### config.mk
export PLATFORM = sky130hd
export DESIGN_NAME = cmpl_irq_agg
export DESIGN_NICKNAME = d
export VERILOG_FILES = /design/src/rtl/cia_pkg.sv /design/src/rtl/cia_evt_decode.sv /design/src/rtl/cia_flag_bank.sv /design/src/rtl/cia_irq_gen.sv /design/src/rtl/cmpl_irq_agg.sv
export SDC_FILE = /design/constraint.sdc
export NUM_CORES = 1
export LEC_CHECK = 0
export ABC_AREA = 1
export BUFFER_PORTS_ARGS = -buffer_cell sky130_fd_sc_hd__buf_2
export CAP_MARGIN = 20
export CORE_MARGIN = 5
export CORE_UTILIZATION = 51
export DETAILED_ROUTE_END_ITERATION = 8
export GPL_ROUTABILITY_DRIVEN = 1
export HOLD_SLACK_MARGIN = 0.15
export PLACE_DENSITY_LB_ADDON = 0.12
export SLEW_MARGIN = 20
export SYNTH_ARGS = -nofsm -noshare
export SYNTH_HDL_FRONTEND = slang
export SYNTH_SLANG_ARGS = --single-unit
### constraint.sdc
create_clock -name clk -period 1.15 [get_ports clk]
set_input_delay 0.1725 -clock clk [delete_from_list [all_inputs] [get_ports clk]]
set_output_delay 0.1725 -clock clk [all_outputs]
set_load 0.1 [all_outputs]
### src/rtl/cia_pkg.sv
package cia_pkg;
  localparam int OPT_W     = 32;
  localparam int CODE_W    = 6;
  localparam int CODE_LSB  = 12;
  localparam int IEN_BIT   = 20;
  localparam int REG_W     = 32;
  localparam int ADDR_W    = 4;

  typedef struct packed {
    logic              ien;
    logic [CODE_W-1:0] code;
  } evt_fields_t;

  function automatic evt_fields_t unpack_opt(input logic [OPT_W-1:0] opt);
    evt_fields_t f;
    f.ien  = opt[IEN_BIT];
    f.code = opt[CODE_LSB +: CODE_W];
    return f;
  endfunction
endpackage

### src/rtl/cia_evt_decode.sv
module cia_evt_decode #(
  parameter int CODE_W    = 6,
  parameter int NUM_CODES = 1 << CODE_W
) (
  input  logic                 evt_valid,
  input  logic                 evt_ien,
  input  logic [CODE_W-1:0]    evt_code,
  output logic [NUM_CODES-1:0] set_vec
);
  for (genvar i = 0; i < NUM_CODES; i++) begin : g_code
    assign set_vec[i] = evt_valid & evt_ien & (evt_code == CODE_W'(i));
  end
endmodule

### src/rtl/cia_flag_bank.sv
module cia_flag_bank #(
  parameter int N = 64
) (
  input  logic         clk,
  input  logic         rst,
  input  logic [N-1:0] set_vec,
  input  logic [N-1:0] clr_vec,
  output logic [N-1:0] flags
);
  always_ff @(posedge clk) begin
    if (rst) flags <= '0;
    else     flags <= (flags & ~clr_vec) | set_vec;
  end

  // set has priority over a simultaneous clear
  p_set_lands_r11: assert property (@(posedge clk) disable iff (rst)
    (|set_vec) |=> ((flags & $past(set_vec)) == $past(set_vec)));

  // no flag rises without a set request
  p_only_set_raises_r2: assert property (@(posedge clk) disable iff (rst)
    (set_vec == '0) |=> ((flags & ~$past(flags)) == '0));

  // cleared bits without a set fall
  p_clear_drops_r6: assert property (@(posedge clk) disable iff (rst)
    (|(clr_vec & ~set_vec)) |=> ((flags & $past(clr_vec & ~set_vec)) == '0));
endmodule

### src/rtl/cia_irq_gen.sv
module cia_irq_gen #(
  parameter int N = 64
) (
  input  logic         clk,
  input  logic         rst,
  input  logic [N-1:0] pend,
  input  logic [N-1:0] en,
  input  logic         rearm,
  output logic         irq
);
  logic armed_q;
  logic any_live;
  logic fire;

  assign any_live = |(pend & en);
  assign fire     = armed_q & any_live;

  always_ff @(posedge clk) begin
    if (rst) begin
      armed_q <= 1'b1;
      irq     <= 1'b0;
    end else begin
      irq <= fire;
      if (rearm)     armed_q <= 1'b1;
      else if (fire) armed_q <= 1'b0;
    end
  end

  // a pulse needs a pending-and-enabled flag in the cycle before
  p_irq_cause_r3: assert property (@(posedge clk) disable iff (rst)
    irq |-> $past(any_live));

  // disarmed block cannot pulse next cycle
  p_quiet_disarmed_r9: assert property (@(posedge clk) disable iff (rst)
    !armed_q |=> !irq);

  // after a pulse without re-arm the block is disarmed
  p_disarm_after_pulse_r8: assert property (@(posedge clk) disable iff (rst)
    (irq && !$past(rearm)) |-> !armed_q);
endmodule

### src/rtl/cmpl_irq_agg.sv
module cmpl_irq_agg
  import cia_pkg::*;
#(
  parameter int NUM_CODES = 1 << CODE_W
) (
  input  logic              clk,
  input  logic              rst,
  input  logic              evt_valid,
  input  logic [OPT_W-1:0]  evt_opt,
  input  logic              wr_en,
  input  logic [ADDR_W-1:0] wr_addr,
  input  logic [REG_W-1:0]  wr_data,
  input  logic [ADDR_W-1:0] rd_addr,
  output logic [REG_W-1:0]  rd_data,
  output logic              irq
);
  localparam int HALVES     = NUM_CODES / REG_W;
  localparam int PEND_BASE  = 0;
  localparam int PCLR_BASE  = HALVES;
  localparam int EN_BASE    = 2 * HALVES;
  localparam int ESET_BASE  = 3 * HALVES;
  localparam int ECLR_BASE  = 4 * HALVES;
  localparam int REEVAL_ADR = 5 * HALVES;

  evt_fields_t          evt_f;
  logic [NUM_CODES-1:0] evt_set;
  logic [NUM_CODES-1:0] pend_clr;
  logic [NUM_CODES-1:0] en_set;
  logic [NUM_CODES-1:0] en_clr;
  logic [NUM_CODES-1:0] pend_q;
  logic [NUM_CODES-1:0] en_q;
  logic                 rearm;
  logic [REG_W-1:0]     rd_mux;

  assign evt_f = unpack_opt(evt_opt);

  logic unused_opt_bits;
  assign unused_opt_bits = ^{evt_opt[OPT_W-1:IEN_BIT+1], evt_opt[IEN_BIT-1:CODE_LSB+CODE_W],
                             evt_opt[CODE_LSB-1:0]};

  cia_evt_decode #(.CODE_W(CODE_W), .NUM_CODES(NUM_CODES)) u_dec (
    .evt_valid (evt_valid),
    .evt_ien   (evt_f.ien),
    .evt_code  (evt_f.code),
    .set_vec   (evt_set)
  );

  for (genvar h = 0; h < HALVES; h++) begin : g_half
    assign pend_clr[h*REG_W +: REG_W] =
      (wr_en && wr_addr == ADDR_W'(PCLR_BASE + h)) ? wr_data : '0;
    assign en_set[h*REG_W +: REG_W] =
      (wr_en && wr_addr == ADDR_W'(ESET_BASE + h)) ? wr_data : '0;
    assign en_clr[h*REG_W +: REG_W] =
      (wr_en && wr_addr == ADDR_W'(ECLR_BASE + h)) ? wr_data : '0;
  end

  assign rearm = wr_en && (wr_addr == ADDR_W'(REEVAL_ADR)) && wr_data[0];

  cia_flag_bank #(.N(NUM_CODES)) u_pend (
    .clk     (clk),
    .rst     (rst),
    .set_vec (evt_set),
    .clr_vec (pend_clr),
    .flags   (pend_q)
  );

  cia_flag_bank #(.N(NUM_CODES)) u_en (
    .clk     (clk),
    .rst     (rst),
    .set_vec (en_set),
    .clr_vec (en_clr),
    .flags   (en_q)
  );

  cia_irq_gen #(.N(NUM_CODES)) u_irq (
    .clk   (clk),
    .rst   (rst),
    .pend  (pend_q),
    .en    (en_q),
    .rearm (rearm),
    .irq   (irq)
  );

  always_comb begin
    rd_mux = '0;
    for (int h = 0; h < HALVES; h++) begin
      if (rd_addr == ADDR_W'(PEND_BASE + h)) rd_mux = pend_q[h*REG_W +: REG_W];
      if (rd_addr == ADDR_W'(EN_BASE + h))   rd_mux = en_q[h*REG_W +: REG_W];
    end
  end

  always_ff @(posedge clk) begin
    if (rst) rd_data <= '0;
    else     rd_data <= rd_mux;
  end

  // qualifying completion lands in its pending bit
  p_event_recorded_r1: assert property (@(posedge clk) disable iff (rst)
    (evt_valid && evt_f.ien) |=> pend_q[$past(evt_f.code)]);

  // read data follows the addressed pending half one cycle later
  p_read_latency_r13: assert property (@(posedge clk) disable iff (rst)
    (rd_addr == ADDR_W'(PEND_BASE)) |=> (rd_data == $past(pend_q[REG_W-1:0])));
endmodule

* Yosys cells after proc, flatten, opt, wreduce, memory -nomap -nowiden
Index checks and enable logic that the tools add are counted.
** Word-level totals
- Output and inout bits :: 33
- Register bits :: 162
- Bits in latches :: 0
- Memory bits (read-only) :: 0
- Bits in writable memories :: 0
- Memories kept :: 0
** Operators by class
- Div/mod/pow operators :: 0
- Shift operators :: 0
- Bitwise operators :: 73
- Magnitude comparators :: 0
- Equal/unequal tests :: 73
- Muxes and demuxes :: 10
- Reductions and logical operators :: 12
- Multiply operators :: 0
- Add/subtract/negate cells :: 0
** Operators with widths (count)
- two-way mux 32 bit :: 10
- AND 64 bit :: 3
- == test 6 bit (second input constant) :: 32
- inverter 64 bit :: 2
- OR 64 bit :: 2
- == test 6 x 5 -> 1 bit (second input constant) :: 16
- AND 1 bit :: 66
- OR reduction 64 bit :: 1
- == test 6 x 4 -> 1 bit (second input constant) :: 8
- == test 6 x 3 -> 1 bit (second input constant) :: 4
- == test 4 x 3 -> 1 bit (second input constant) :: 4
- == test 4 bit (second input constant) :: 3
- == test 6 x 2 -> 1 bit (second input constant) :: 2
- == test 4 x 2 -> 1 bit (second input constant) :: 2
- logical AND 1 bit :: 8
- == test 6 x 1 -> 1 bit (second input constant) :: 1
- logical NOT 6 bit :: 1
- == test 4 x 1 -> 1 bit (second input constant) :: 1
- logical NOT 4 bit :: 1
- OR reduction 2 bit :: 1

* Depth between registers and ports, before layout
- Depth after elaboration :: 6
- Depth in mapped cells :: 9

* Cells and area by module
A second synthesis with hierarchy kept.
** Unflattened totals
- Cell total of the unflattened synthesis :: 1483
- Area, all modules :: 9382.7 um2
** Modules (own cells, without submodules)
- cia_flag_bank :: cells each 327, seq. area each 1281.2 um2, times used 2, area each 2723.9 um2
- cmpl_irq_agg :: cells each 583, seq. area each 640.6 um2, times used 1, area each 2946.6 um2
- cia_irq_gen :: cells each 135, seq. area each 40.0 um2, times used 1, area each 541.8 um2
- cia_evt_decode :: cells each 111, seq. area each 0.0 um2, times used 1, area each 446.7 um2

* Worst setup path after synthesis
Ideal clock, no wire load.
- Path kind :: input port to flip-flop
- Start :: input wr_addr[3]
- End :: register u_en.flags[54]
- Required time :: 1.018 ns
- Slack :: 0.013 ns
- Buffers on the path :: 1
- Stages :: 7
- Library setup time :: 0.132 ns
- Data arrival time :: 1.005 ns
- Cells stage by stage :: inv_1 > or2_1 > nor2_2 > nand3_2 > buf_2 > o21ai_0 > a21oi_1
** Between the ends
- Word-level cells in the longest chain between the ends :: 6
** Ends and longest elaborated chain
- start: declaration :: RTL line cmpl_irq_agg.sv:11 : input logic [ADDR_W-1:0] wr_addr,
- == test 4 bit :: RTL line cmpl_irq_agg.sv:54 : (wr_en && wr_addr == ADDR_W'(ECLR_BASE + h)) ? wr_data : '0;
- logical AND 1 bit :: RTL line cmpl_irq_agg.sv:54
- two-way mux 32 bit :: RTL line cmpl_irq_agg.sv:54
- inverter 64 bit :: RTL line cia_flag_bank.sv:12 : else flags <= (flags & ~clr_vec) | set_vec;
- AND 64 bit :: RTL line cia_flag_bank.sv:12
- OR 64 bit (*) :: RTL line cia_flag_bank.sv:12
- end signal: assignment :: RTL line cia_flag_bank.sv:12
- end: declaration :: RTL line cia_flag_bank.sv:8 : output logic [N-1:0] flags
Every way passes the cells marked *; elsewhere a longest branch is shown, timed or not.
A chain may end at the register's enable or synchronous reset.

* Worst setup path in the final report
- Start :: register u_en.flags[9]
- End :: register u_irq.irq
** Between the ends
- Word-level cells in the longest chain between the ends :: 3
** Ends and longest elaborated chain
- AND 64 bit :: RTL line cia_irq_gen.sv:15 : assign any_live = |(pend & en);
- OR reduction 64 bit :: RTL line cia_irq_gen.sv:15
- AND 1 bit :: RTL line cia_irq_gen.sv:16 : assign fire = armed_q & any_live;
- end signal: assignment :: RTL line cia_irq_gen.sv:23 : irq <= fire;
- end: declaration :: RTL line cia_irq_gen.sv:9 : output logic irq
No other way between the ends.

==> results.toml <==
[placement]
dpl_cell_area_sq_um = 9288
pre_cts_ws_ps = -260.5
post-dp-hpwl_microns = 15180
io_buffers = 83
gp_congestion = 0.8996
dp_cells = 1346

[final_layout]
area_growth_syn_to_layout_pct = 43.29
final_cell_count_no_fill = 1412
antennaDiodeCount = 0
layout_commonest_cell = "nand2_1"
final_cell_area_sq_um = 10330
nets = 1295
drive_above_1_share = 0.2662
fillers = 1102
mostFrequentLayoutCells = "nand2_1, a21oi_1, o21ai_0, dfxtp_1"

[synth]
synth_nets = 1097
yosysUniqueCellTypes = 22
ys_seq_elements = 162
netlist_area_sq_um = 7208
synthCells = 1021
avgSynthCellArea_sq_um = 7.060
ys_seq_area_frac = 0.4499
yosysWarnings = 0

[clock_tree]
postCtsSetupBuffers = 0
htreeDepth = 4
clock_sinks = 162
cts_made_buffers = 17
path_clk_slew_ps = 60
worstSkewPairLatency_ps = 430
root_buffer = "clkbuf_16"
clk_path_buf_depth = 2
cts_tree = "built"

[route]
first_iter_violations = 973
vias = 7991
drtAntennaViolNets = 0
vias_per_cell = 5.659
drc_errors = 0
firstDrtPassIters = 8
drt-total-wl_microns = 23680
wl_per_cell_microns = 16.77

[status]
violations = "setup timing"
outcome = "complete, but fails checks"

[worst_setup_path]
crit_start = "u_en.flags[9]$_SDFF_PP0_"
critPathLaunchType = "flop"
critPathKind = "reg2reg"
cp-end-kind = "flop"
reg2reg_from = "u_en.flags[9]$_SDFF_PP0_"
reg2reg_depth = 8
critPathArrivalTime_ps = 1500
required_ps = 1470
cp_max_fo = 3
r2r_setup_slack_ps = -30
crit_end = "u_irq.irq$_SDFF_PP0_"
r2r-end = "u_irq.irq$_SDFF_PP0_"

[sta]
relSlewSlack = 0.7315
finalHoldViolCount = 0
fin_crit_ps = 1179
min_period_over_period = 1.025
grt_setup_unrepaired = "true"
whs_ps = 242.0
fin_skew_ps = 4.818
maxClockFrequency_ghz = 0.8480
worst_slew_pin_slew_ps = 401.3
finalSetupViolations = 2
finalMaxSlewViolations = 0
finalWorstSetupSlack_ps = -29.18

[die]
io_pins = 109
initial_core_util = 0.5193
die-area_sq_um = 16610
die_h_microns = 128.9
die_x_microns = 128.9
core_sq_um = 13880
num_rows = 43

[grt]
grt_max_degree = 42
grt_pass1_wl_microns = 37920
gr-total-overflow = 0
gr-usage-all-layers = 0.2866
antenna_found_initial = 0
grt_pass1_vias = 7555

[pwr]
p_total_mw = 12.21
leakage_nw = 4.243
power.density_nw_per_um2 = 1182
ir_drop_mv = 1.055

[min_path]
min_from = "wr_addr[2]"
hold_class = "in2reg"

[job]
max_cap_viol_count = 0
per-layer routing:
layer  up-vias  wire length, microns  global-route usage
met4         0                   665              0.1149
met3        61                  2227             0.05313
met5         -                     0                   0
li1       3828                     -                   -
met1      3697                  9803              0.3843
met2       405                 10990              0.4576
synth_stat cells (all sizes together):
cell type,count,share of area
nor2,47,0.028
or2,1,0.00087
nand3,99,0.070
dfxtp,162,0.45
a31oi,1,0.00087
nand2,280,0.15
clkbuf,30,0.016
o21ai,128,0.089
nor4,1,0.0030
nand4,2,0.0017
inv,43,0.022
a21oi,192,0.13
buf,31,0.030
nor3,4,0.0090
critical path, stage by stage (launching register included):
cell and delay (ps):
dfxtp_1 320, nand2_1 80, nand2_2 70, nor2_1 130, nand2_1 60, nor2_1 100
nand2_1 100, nor2_4 130, nor2_1 60
timing repair:
item	CTS	global route
gates resized for setup	38	40
endpoints found under the setup margin	17	22
hold buffers	34	0
endpoints found under the hold margin	73	0
pin swaps	17	17
state kept, by name (all words and copies together), names as in the netlist:
register,cells
u_irq.armed_q,1
u_pend.flags,64
u_en.flags,64
u_irq.irq,1
rd_data,32
report_power, final:
part | leakage, nW | switching (mW) | total (mW) | internal (mW)
logic | 2.64 | 0.620 | 1.04 | 0.416
clock network | 0.272 | 2.27 | 5.49 | 3.23
registers | 1.33 | 0.0272 | 5.68 | 5.65
total | 4.24 | 2.91 | 12.2 | 9.29
per-stage QoR:
step	TNS [ps]	utilization
after CTS	-9.632	0.7388
after floorplan	0	-
final	-52.32	0.7441
after detailed placement	-15240	0.6691
after global placement	-11800	0.6691
after global routing	-253.4	0.7441
how the worst min path moves through the flow:
stage | to | slack [ps] | depth (start not counted)
finish | u_irq.armed_q$_SDFFE_PP1P_ | 240 | 5
global route | u_pend.flags[12]$_SDFF_PP0_ | 280 | 5
CTS | u_irq.armed_q$_SDFFE_PP1P_ | 230 | 5
detailed placement | u_irq.armed_q$_SDFFE_PP1P_ | 430 | 2
global placement | u_irq.armed_q$_SDFFE_PP1P_ | 430 | 2
floorplan | u_irq.armed_q$_SDFFE_PP1P_ | 320 | 2
cell type report:
cell class	instances	area, sq um	area share
Clock buffer	21	450.4	0.04361
Clock inverter	11	112.6	0.01090
Inverter	43	161.4	0.01563
Multi-Input combinational cell	755	3558	0.3445
Sequential cell	162	3306	0.3200
Tap cell	180	225.2	0.02180
Timing Repair Buffer	240	2515	0.2435
cells by family after synthesis:
kind of cell | synth area share
buffers and inverters | 0.06822
and+or+nand+nor | 0.2588
DFF | 0.4499
AOI/OAI and AO/OA | 0.2231
Power figures use the tool's default switching activity.
